==> src/rtl/trsync_pkg.sv <==
package trsync_pkg;
  typedef enum logic [1:0] {
    WHY_PERIODIC = 2'b00,
    WHY_ON_DFLT  = 2'b01,
    WHY_OVERFLOW = 2'b10,
    WHY_ON_ALT   = 2'b11
  } sync_why_e;
endpackage

==> src/rtl/trsync_period_ctr.sv <==
module trsync_period_ctr #(
  parameter int CNT_W = 12
) (
  input  logic             clk,
  input  logic             rst_n,
  input  logic [CNT_W-1:0] period,
  output logic             expire
);
  logic             armed_q, armed_d;
  logic [CNT_W-1:0] cnt_q, cnt_d;
  logic             cnt_en;

  assign expire = armed_q && (cnt_q == '0);
  assign cnt_en = 1'b1;

  always_comb begin
    armed_d = 1'b1;
    cnt_d   = cnt_q;
    if (!armed_q || cnt_q == '0) cnt_d = period;
    else                         cnt_d = cnt_q - 1'b1;
  end

  always_ff @(posedge clk or negedge rst_n) begin
    if (!rst_n) begin
      armed_q <= 1'b0;
      cnt_q   <= '0;
    end else if (cnt_en) begin
      armed_q <= armed_d;
      cnt_q   <= cnt_d;
    end
  end

  // an expiry reloads the sampled period
  a_r2_reload: assert property (@(posedge clk) disable iff (!rst_n)
    expire |=> (cnt_q == $past(period)));
  // a non-zero count steps down by one
  a_r2_step: assert property (@(posedge clk) disable iff (!rst_n)
    (armed_q && cnt_q != '0) |=> (cnt_q == $past(cnt_q) - 1'b1));
endmodule

==> src/rtl/trsync_on_detect.sv <==
module trsync_on_detect (
  input  logic clk,
  input  logic rst_n,
  input  logic trace_on,
  output logic on_evt,
  output logic on_steady
);
  logic en_q;

  assign on_evt    = trace_on && !en_q;
  assign on_steady = trace_on && en_q;

  always_ff @(posedge clk or negedge rst_n) begin
    if (!rst_n) en_q <= 1'b0;
    else        en_q <= trace_on;
  end

  // a trace-on event lasts a single cycle
  a_r5_single: assert property (@(posedge clk) disable iff (!rst_n)
    on_evt |=> !on_evt);
endmodule

==> src/rtl/trsync_req_track.sv <==
module trsync_req_track (
  input  logic clk,
  input  logic rst_n,
  input  logic expire,
  input  logic on_evt,
  input  logic serve,
  output logic pend_q,
  output logic ovf_q
);
  logic pend_d, ovf_d, drop, keep_en;

  assign drop    = serve || on_evt;
  assign keep_en = 1'b1;

  always_comb begin
    pend_d = expire || (pend_q && !drop);
    ovf_d  = (expire && pend_q && !drop) || (ovf_q && !drop);
  end

  always_ff @(posedge clk or negedge rst_n) begin
    if (!rst_n) begin
      pend_q <= 1'b0;
      ovf_q  <= 1'b0;
    end else if (keep_en) begin
      pend_q <= pend_d;
      ovf_q  <= ovf_d;
    end
  end

  // an overflow record always comes with a pending request
  a_r4_ovf_pend: assert property (@(posedge clk) disable iff (!rst_n)
    ovf_q |-> pend_q);
  // serving without a new expiry leaves nothing pending
  a_r7_clear: assert property (@(posedge clk) disable iff (!rst_n)
    (serve && !expire) |=> (!pend_q && !ovf_q));
  // trace-on discards any overflow record
  a_r6_discard: assert property (@(posedge clk) disable iff (!rst_n)
    on_evt |=> !ovf_q);
endmodule

==> src/rtl/trsync_sched.sv <==
module trsync_sched #(
  parameter int          CNT_W   = 12,
  parameter int          ST_W    = 4,
  parameter logic [3:0]  IE_CODE = 4'h1
) (
  input  logic             clk,
  input  logic             rst_n,
  input  logic             trace_on,
  input  logic [ST_W-1:0]  pipe_stat,
  input  logic [CNT_W-1:0] sync_period,
  input  logic [1:0]       on_cause,
  output logic             sync_fire,
  output logic [1:0]       sync_why,
  output logic             ie_absorbed
);
  import trsync_pkg::*;

  localparam logic [ST_W-1:0] IE_VAL = ST_W'(IE_CODE);

  logic expire, on_evt, on_steady, pend_q, ovf_q, is_ie, serve;
  sync_why_e why;

  trsync_period_ctr #(.CNT_W(CNT_W)) u_ctr (
    .clk(clk), .rst_n(rst_n), .period(sync_period), .expire(expire));

  trsync_on_detect u_on (
    .clk(clk), .rst_n(rst_n), .trace_on(trace_on),
    .on_evt(on_evt), .on_steady(on_steady));

  trsync_req_track u_trk (
    .clk(clk), .rst_n(rst_n), .expire(expire), .on_evt(on_evt),
    .serve(serve), .pend_q(pend_q), .ovf_q(ovf_q));

  assign is_ie = (pipe_stat == IE_VAL);
  assign serve = on_steady && pend_q && is_ie;

  always_comb begin
    why = WHY_PERIODIC;
    if (on_evt) begin
      why = (on_cause == 2'b00) ? WHY_ON_DFLT : sync_why_e'(on_cause);
    end else if (serve && ovf_q) begin
      why = WHY_OVERFLOW;
    end
  end

  assign sync_fire   = on_evt || serve;
  assign sync_why    = sync_fire ? why : 2'b00;
  assign ie_absorbed = serve && !ovf_q;

  // an implied status only on a periodic marker over an executed cycle
  a_r3_implied: assert property (@(posedge clk) disable iff (!rst_n)
    ie_absorbed |-> (sync_fire && sync_why == 2'b00 && pipe_stat == IE_VAL));
  // no marker while tracing is off
  a_r8_quiet: assert property (@(posedge clk) disable iff (!rst_n)
    !trace_on |-> !sync_fire);
  // turning tracing on always fires with a non-zero reason
  a_r5_on_fire: assert property (@(posedge clk) disable iff (!rst_n)
    on_evt |-> (sync_fire && sync_why != 2'b00 && !ie_absorbed));
endmodule

==> config.mk <==
export PLATFORM = sky130hd
export DESIGN_NAME = trsync_sched
export DESIGN_NICKNAME = d
export VERILOG_FILES = /design/src/rtl/trsync_pkg.sv /design/src/rtl/trsync_period_ctr.sv /design/src/rtl/trsync_on_detect.sv /design/src/rtl/trsync_req_track.sv /design/src/rtl/trsync_sched.sv
export SDC_FILE = /design/constraint.sdc
export NUM_CORES = 1
export LEC_CHECK = 0
export CAP_MARGIN = 25
export CORE_ASPECT_RATIO = 1.2
export CORE_MARGIN = 2
export CORE_UTILIZATION = 36
export CTS_CLUSTER_SIZE = 16
export DETAILED_ROUTE_END_ITERATION = 6
export SYNTH_ARGS = -nofsm -noshare
export SYNTH_HDL_FRONTEND = slang
export SYNTH_HIERARCHICAL = 1
export SYNTH_SLANG_ARGS = --single-unit
==> constraint.sdc <==
create_clock -name clk -period 2.8 [get_ports clk]
set_input_delay 0.56 -clock clk [delete_from_list [all_inputs] [get_ports clk]]
set_output_delay 0.56 -clock clk [all_outputs]
set_load 0.005 [all_outputs]
Word-level counts from Yosys, hierarchy flattened
Index checks and enable logic that the tools add are counted.
{ "op_classes": {"add_sub_neg": 1, "n_eq_ne": 1, "n_mux": 5, "n_reduce_logical": 21} }
{ "ops": {"columns": ["cell", "n"], "rows": [
  ["$logic_not A12 Y1", 1],
  ["$mux W12", 1],
  ["$sub A12 B1 Y12 const B", 1],
  ["$logic_and A1 B1 Y1", 11],
  ["$mux W2", 4],
  ["$eq A4 B1 Y1 const B", 1],
  ["$logic_not A1 Y1", 4],
  ["$logic_or A1 B1 Y1", 4],
  ["$logic_not A2 Y1", 1]
]} }
{ "word_totals": {"ff_bits": 16, "input_bits": 21, "out_inout_bits": 4, "word_cells": 33} }

Depth between registers and ports, before layout
Gate-level depths: netlist of run 1.
{ "logic_depth": {"ltp_word": 7, "ltp_mapped": 7, "mapped_depth_nobuf": 7} }

By module
The synthesis of run 1 kept the hierarchy.
{ "modules_own_cells": {"columns": ["module", "n_inst", "cells_per_inst", "area_per_inst_um2", "seq_area_each_um2"], "rows": [
  ["trsync_period_ctr", 1, 75, 749.5, 325.3],
  ["trsync_sched", 1, 10, 85.1, 0.0],
  ["trsync_req_track", 1, 6, 71.3, 50.0],
  ["trsync_on_detect", 1, 3, 41.3, 25.0]
]} }

Least setup slack after synthesis of run 1
No wires, ideal clock.
{ "synth_timing": {"path_kind": "reg-to-reg", "from": "register u_ctr.cnt_q[0]", "to": "register u_trk.ovf_q", "setup_ns": 0.086, "arrival_ns": 1.816, "required_time_ns": 2.714, "slack_ns": 0.898, "stages_incl_launch_ff": 8, "n_path_buf": 0, "period_less_slack_ns": 1.902, "path_cell_list": "dfrtp_1 inv_1 ha_1 or3b_2 or2_2 nor4_1 a21oi_1 nor3_1"} }
{ "synth_between": {"elab_chain_len": 5} }
{ "synth_lines": {"columns": ["item", "line", "rtl"], "rows": [
  ["start: declaration", "trsync_period_ctr.sv:10", "logic [CNT_W-1:0] cnt_q, cnt_d;"],
  ["start signal: assignment", "trsync_period_ctr.sv:29", "cnt_q <= cnt_d;"],
  ["$logic_not A12 Y1", "trsync_period_ctr.sv:13", "assign expire = armed_q && (cnt_q == '0);"],
  ["$logic_and A1 B1 Y1", "trsync_period_ctr.sv:13", null],
  ["named net expire", "trsync_sched.sv:20", "logic expire, on_evt, on_steady, pend_q, ovf_q, is_ie, serve;"],
  ["$logic_and A1 B1 Y1 (2 in series)", "trsync_req_track.sv:17", "ovf_d = (expire && pend_q && !drop) || (ovf_q && !drop);"],
  ["$logic_or A1 B1 Y1", "trsync_req_track.sv:17", null],
  ["named net u_trk.ovf_d", "trsync_req_track.sv:10", "logic pend_d, ovf_d, drop, keep_en;"],
  ["end signal: assignment", "trsync_req_track.sv:26", "ovf_q <= ovf_d;"],
  ["end: declaration", "trsync_req_track.sv:8", "output logic ovf_q"]
]} }
The timed path passes the listed nets, and every way through them passes these cells.

Worst setup path after layout of run 1
{ "layout_timing": {"from": "input trace_on", "to": "output ie_absorbed"} }
{ "layout_between": {"elab_chain_len": 4} }
{ "layout_lines": {"columns": ["item", "line", "rtl"], "rows": [
  ["start: declaration", "trsync_sched.sv:8", "input logic trace_on,"],
  ["$logic_and A1 B1 Y1", "trsync_on_detect.sv:11", "assign on_steady = trace_on && en_q;"],
  ["named net on_steady", "trsync_sched.sv:20", null],
  ["$logic_and A1 B1 Y1 (2 in series)", "trsync_sched.sv:35", "assign serve = on_steady && pend_q && is_ie;"],
  ["$logic_and A1 B1 Y1", "trsync_sched.sv:48", "assign ie_absorbed = serve && !ovf_q;"],
  ["end: declaration", "trsync_sched.sv:14", "output logic ie_absorbed"]
]} }
The timed path passes the listed nets, and every way through them passes these cells.

==> results of run 1 <==
==> power groups by stage <==
stage               Combinational, W  Clock [W]  Sequential (W)
floorplan                  0.0000841          0        0.000275
global placement            0.000126          0        0.000279
detailed placement          0.000130          0        0.000280
CTS                         0.000131   0.000161        0.000276
global route                0.000144   0.000171        0.000280
finish                      0.000129   0.000153        0.000277
==> area by class of cell <==
| cell class | count | area share |
|---|---|---|
| inverters | 6 | 0.0180 |
| well taps | 33 | 0.0329 |
| multi-input cells | 69 | 0.395 |
| clock buffers | 4 | 0.0289 |
| repair buffers | 26 | 0.206 |
| flip-flops and latches | 16 | 0.319 |
==> cells in the final DEF (no fill, tap or decap), types with 2 or more instances in the layout <==
master,instances
o21ai_0,8
clkbuf_4,3
nand2b_1,2
clkdlybuf4s50_1,23
o21ai_2,2
ha_1,2
nor2_1,4
nor4_1,3
inv_1,6
buf_4,2
dfrtp_1,16
nor3_1,3
xnor2_1,7
a21oi_1,4
or3b_2,2
or2_2,2
or3_1,2
nand2_1,11
==> metrics by stage <==
| stage | setup WS [ns] | cell area (sq um) |
|---|---|---|
| floorplan | 0.898 | 947 |
| global placement | 0.0816 | 1210 |
| detailed placement | 0.0407 | 1210 |
| CTS | 0.0263 | 1250 |
| global route | 0.0535 | 1250 |
| finish | 0.187 | 1250 |
==> how the worst min path moves through the flow <==
stage / from / endpoint / slack [ns] / cells past startpoint
2_1_floorplan: rst_n / u_ctr/armed_q / 0.26 / 0
3_5_place_dp: u_ctr/armed_q / u_ctr/cnt_q[10] / 0.56 / 1
3_3_place_gp: u_ctr/cnt_q[0] / u_ctr/cnt_q[0] / 0.52 / 1
4_1_cts: u_ctr/armed_q / u_ctr/cnt_q[10] / 0.57 / 1
6_report: u_ctr/armed_q / u_ctr/cnt_q[10] / 0.57 / 1
5_1_grt: u_ctr/armed_q / u_ctr/cnt_q[10] / 0.58 / 1
==> registers in the layout, indices dropped and copies added (netlist names) <==
register / count
u_ctr/cnt_q: 12
u_ctr/armed_q: 1
u_on/en_q: 1
u_trk/ovf_q: 1
u_trk/pend_q: 1
==> logic make-up after synthesis <==
group | Yosys count | share of synthesized area
and+or+nand+nor | 35 | 0.225
adders and majority gates | 2 | 0.0264
xor gates and xnor gates | 8 | 0.0740
AOI/OAI and AO/OA | 22 | 0.178
buffers and inverters | 9 | 0.0594
muxes | 1 | 0.0106
DFF | 16 | 0.423
other | 1 | 0.00396
==> per-layer routing <==
metal,up-vias,global-route usage,part of all wire,routed length (microns)
li1,377,-,-,-
met1,355,0.153,0.41,808
met3,2,0.0225,0.034,66
met5,-,0,0,0
met4,0,0.0811,0.0092,18
met2,18,0.284,0.55,1070
==> worst max-delay path: cells and delay by family <==
kind          cells  cell delay (ns)
simple gates      3             0.49
buf+inv           2             1.00
==> timing repair <==
item / 4_1_cts / 5_1_grt
setup endpoints to repair: 0 / 2
resized for setup: 0 / 2
buffers inserted: 0 / 0
==> results_dict.tcl, run 1 <==
set metrics [dict create \
    outcome "completed" \
    cp-endpoint "ie_absorbed" \
    fp-row-count 20 \
    crit_top_cell "clkdlybuf4s50_1" \
    whs_ns 0.567 \
    p_per_area_mw_per_mm2 446 \
    rsz0062_at_grt "false" \
    antennaDiodeCount 0 \
    fin_cells 154 \
    cap_violations 0 \
    finalCritPeriodShare 0.933 \
    synth.distinct_cells 32 \
    cts_tree "built" \
    dp.cells 150 \
    seq_area_frac_synth 0.423 \
    fin_setup_tns_ns 0 \
    critical_path.max_fanout 4 \
    antenna_left 0 \
    place.port_buffers 24 \
    worstPathRequired_ns 2.24 \
    antenna_found_initial 0 \
    start_kind "input port" \
    switchingPower_w 0.000155 \
    clockRootBuffer "clkbuf_4" \
    power_frac_clock 0.273 \
    grt_pass1_wl_microns 3310 \
    synth.most_common_cell "dfrtp_1" \
    final_util 0.496 \
    drv_slew 0 \
    intPower_w 0.000404 \
    max-slew-margin-rel 0.502 \
    initial_core_util 0.375 \
    worstSetupStartpoint "trace_on" \
    die_w_microns 50.8 \
    synth_top_area_share 0.423 \
    worst-r2r-setup-slack_ns 0.67 \
    synth_edf_count 0 \
    fp.dieH_microns 60.2 \
    drt_iter0_markers 14 \
    synthFlopType "dfrtp_1" \
    wl_microns 1960 \
    dr.pass1.iters 4 \
    ys_ff_latch 16 \
    synth_area_per_cell_sq_um 10.1 \
    cts_hold_buffers 0 \
    finalHoldViolations 0 \
    skew_ns 0.00373 \
    viasPerCell 4.88 \
    leakage_nw 0.533 \
    finalSetupViolCount 0 \
    fmax_ghz 0.383 \
    cts_buffers 3 \
    power_frac_comb 0.232 \
    grt_use_total 0.148 \
    grt_pass1_vias 748 \
    pwr-share-seq 0.495 \
    dp_hpwl_microns 1460 \
    fin_crit_ns 2.61 \
    async_flop_share 1.00 \
    netlist_area_sq_um 947 \
    reg2reg_depth 7 \
    cts_buffer_depth 2 \
    total_power_w 0.000559 \
    rr_endpoint "u_trk/ovf_q" \
    cts.sinks 16 \
    die-area_sq_mm 0.00306 \
    max_slew.worst_pin.slew_ns 0.744 \
    synthCells 94 \
    cp-end-kind "output pin" \
    area_delta_synth_final_pct 32.4 \
    synth_nets 117 \
    seq_area_sq_um 400 \
    ir_worst_vdd_mv 0.264 \
    synth_area_leaders "dfrtp_1 (42%), xnor2_1 (6.5%), nand2_1 (4.4%)" \
    yosys_warnings 6 \
    h-tree-depth 1 \
    arrival_ns 2.05 \
    gp_congestion 0.748 \
    io_pins 25 \
    yosys.area.top_type "dfrtp_1" \
    insertion_delay_ns 0.28 \
    wl_per_cell_microns 12.8 \
    grt_max_degree 17 \
    synth_common_cells "dfrtp_1 (16), nand2_1 (11), o21ai_0 (8)" \
    drive_gt1_frac 0.174 \
    crit_chain "clkdlybuf4s50_1 > and2_2 > nand4bb_4 > nor3_2 > clkdlybuf4s50_1" \
    drcViolationCount 0 \
    switching_share 0.278 \
    hp-class "register to register" \
    fillers 248 \
    vias 752 \
    clk_pin_slew_worst_paths_ns 0.09 \
    cpPeakStageDelay_ns 0.52 \
    reg2reg_from "u_ctr/cnt_q[0]" \
    fin_nets 145 \
    fp.coreArea_sq_mm 0.00253 \
    crit_type "input port to output pin" \
    multi_input_area_sq_um 495 \
    overflow 0 \
    crit_slowest_cell "clkdlybuf4s50_1" \
]
No activity file was read; power rests on OpenSTA's default activity.
==> run 2, diff against run 1 <==
--- a/config.mk
+++ b/config.mk
@@ -5,12 +5,16 @@
 export SDC_FILE = /design/constraint.sdc
 export NUM_CORES = 1
 export LEC_CHECK = 0
+export ABC_AREA = 1
 export CAP_MARGIN = 25
+export CELL_PAD_IN_SITES_DETAIL_PLACEMENT = 1
+export CELL_PAD_IN_SITES_GLOBAL_PLACEMENT = 1
 export CORE_ASPECT_RATIO = 1.2
 export CORE_MARGIN = 2
 export CORE_UTILIZATION = 36
 export CTS_CLUSTER_SIZE = 16
 export DETAILED_ROUTE_END_ITERATION = 6
+export PLACE_DENSITY_LB_ADDON = 0.1
 export SYNTH_ARGS = -nofsm -noshare
 export SYNTH_HDL_FRONTEND = slang
 export SYNTH_HIERARCHICAL = 1
==> run 2 against run 1 <==
Net effect:
- non-clock buffer count decreased by 2
- cell area is 7.2% higher
- largest power group unchanged
- die area rose by 12%
- sequential cell count stayed put
- sequential share of layout area shrank 2.1 points
- register-to-register slack improved by 0.58 ns
- setup slack better by 0.014 ns
- worst hold slack lost 0.050 ns
- wire length up 28%
- cell count grew 38%
==> results_dict.tcl, run 2 <==
set metrics [dict create \
    cts.sinks 16 \
    worstHoldPathCells 2 \
    async_flop_share 1.00 \
    arrival_ns 2.04 \
    rr_endpoint "u_ctr/cnt_q[2]" \
    synth_edf_count 0 \
    synth_area_leaders "dfrtp_1 (37%), nand2_1 (21%), inv_1 (8.8%)" \
    start_kind "input port" \
    antenna_found_initial 0 \
    post_cts.repair.setup_buffers 0 \
    die-area_sq_mm 0.00343 \
    clockRootBuffer "clkbuf_4" \
    die_w_microns 53.8 \
    finalSetupViolCount 0 \
    place.port_buffers 24 \
    muxShareOfSynthArea 0 \
    grt_pass1_wl_microns 4490 \
    seq_area_frac_synth 0.374 \
    crit_type "input port to output pin" \
    drive_gt1_frac 0.117 \
    yosys_warnings 6 \
    leakage_nw 0.716 \
    synthXorXnorAreaFrac 0.0409 \
    post_cts_resized 0 \
    viasPerCell 4.57 \
    whs_ns 0.518 \
    synth_top_area_share 0.374 \
    drcViolationCount 0 \
    overflow 0 \
    fin_crit_ns 2.60 \
    ys_ff_latch 16 \
    h-tree-depth 1 \
    drv_slew 0 \
    largest_reg_flops 12 \
    synth.distinct_cells 19 \
    max-slew-margin-rel 0.494 \
    worstPathRequired_ns 2.24 \
    worst-r2r-setup-slack_ns 1.25 \
    io_pins 25 \
    cts_tree "built" \
    antenna_left 0 \
    synth_simple_gate_area_frac 0.414 \
    dr.pass1.iters 4 \
    wl_microns 2520 \
    fp.dieH_microns 63.7 \
    wl_per_cell_microns 11.8 \
    yosys.area.top_type "dfrtp_1" \
    dp_hpwl_microns 2070 \
    hp-start "u_trk/pend_q" \
    clk_pin_slew_worst_paths_ns 0.09 \
    critical_path.max_fanout 3 \
    ir_worst_vdd_mv 0.294 \
    synthFlopType "dfrtp_1" \
    cts_hold_buffers 0 \
    grt_use_total 0.178 \
    synth_area_per_cell_sq_um 6.95 \
    fin_setup_tns_ns 0 \
    synth.most_common_cell "nand2_1" \
    vias 973 \
    fin_nets 204 \
    reg2reg_from "u_ctr/cnt_q[0]" \
    cap_violations 0 \
    cts_buffers 3 \
    initial_core_util 0.381 \
    insertion_delay_ns 0.29 \
    p_per_area_mw_per_mm2 416 \
    synth_top_family_by_area "simple AND/OR/NAND/NOR gates" \
    timing.final.ws_setup_ns 0.201 \
    synth_nets 177 \
    synthCells 154 \
    top_register "u_ctr/cnt_q" \
    fp.coreArea_sq_mm 0.00281 \
    final_common_cell "nand2_1" \
    max_slew.worst_pin.slew_ns 0.757 \
    outcome "completed" \
    hp-class "register to register" \
    synth_common_cells "nand2_1 (60), inv_1 (25), dfrtp_1 (16)" \
    netlist_area_sq_mm 0.00107 \
    finalCritPeriodShare 0.928 \
    finalHoldViolations 0 \
    area_delta_synth_final_pct 25.6 \
    gp_congestion 0.836 \
    pre_cts_ws_ns 0.177 \
    synth-compound-area-share 0.0234 \
    skew_ns 0.0133 \
    min_to "u_trk/pend_q" \
    rsz0062_at_grt "false" \
    grt_max_degree 17 \
    cp-end-kind "output pin" \
    drt_iter0_markers 6 \
    fmax_ghz 0.385 \
    reg2reg_depth 9 \
    grt_pass1_vias 1064 \
    antennaDiodeCount 0 \
    fp-row-count 21 \
    most-common-layout-cells "nand2_1 (60), inv_1 (25), clkdlybuf4s50_1 (24)" \
    cts_buffer_depth 2 \
    synthAdderAreaFrac 0.0234 \
]
==> run 2: how the worst max path moves through the flow <==
stage / slack, ns / from / end
floorplan: 1.27 / trace_on / sync_why[1]
global placement: 0.24 / trace_on / sync_why[1]
detailed placement: 0.18 / trace_on / sync_why[1]
CTS: 0.18 / trace_on / sync_why[1]
global route: 0.03 / trace_on / sync_why[1]
finish: 0.20 / trace_on / sync_why[1]
==> run 2: area by class of cell <==
| type | count | area, sq um |
|---|---|---|
| fill | 373 | 1470 |
| sequential | 16 | 400 |
| tap | 34 | 42.5 |
| inverter | 26 | 97.6 |
| multi-input combinational | 110 | 541 |
| clock buffer | 3 | 22.5 |
| timing repair buffer | 24 | 240 |
==> run 2: critical path, cell delays in order <==
cell	delay (ns)
clkdlybuf4s50_1	0.50
inv_1	0.06
nor2_2	0.13
nand2_1	0.07
inv_1	0.06
a21oi_1	0.04
a21oi_1	0.11
clkdlybuf4s50_1	0.51
==> run 2: cell families after synthesis <==
group                    Yosys count
adder cells (fa/ha/maj)            2
buffers and inverters             28
AO/OA/AOI/OAI                      5
XOR/XNOR                           5
other                              1
AND/OR/NAND/NOR                   97
flip-flops                        16
==> run 2: per-stage QoR <==
step / util / power [W] / std cells / instance area, sq um
after floorplan: - / 0.000381 / 154 / 1070
after global placement: 0.470 / 0.000437 / 210 / 1320
after detailed placement: 0.470 / 0.000444 / 210 / 1320
after CTS: 0.478 / 0.000571 / 213 / 1340
after global routing: 0.478 / 0.000606 / 213 / 1340
final: 0.478 / 0.000559 / 213 / 1340
==> run 2: power by group <==
group | internal [W] | switching [W]
clock network | 0.0000499 | 0.0000733
registers | 0.000254 | 0.0000261
logic | 0.0000705 | 0.0000857
total | 0.000374 | 0.000185
==> run 2: metal layers <==
metal	part of all wire	global-route usage	vias up
met5	0	0	-
met4	0.016	0.0673	0
met3	0.023	0.0284	4
met2	0.51	0.303	12
met1	0.45	0.214	454
li1	-	-	503
==> run 3, diff against run 2 <==
--- a/config.mk
+++ b/config.mk
@@ -12,7 +12,7 @@
 export CORE_ASPECT_RATIO = 1.2
 export CORE_MARGIN = 2
 export CORE_UTILIZATION = 36
-export CTS_CLUSTER_SIZE = 16
+export CTS_CLUSTER_SIZE = 10
 export DETAILED_ROUTE_END_ITERATION = 6
 export PLACE_DENSITY_LB_ADDON = 0.1
 export SYNTH_ARGS = -nofsm -noshare
==> results of run 3 <==
Final layout, timing and power as in run 2 (identical DEF).
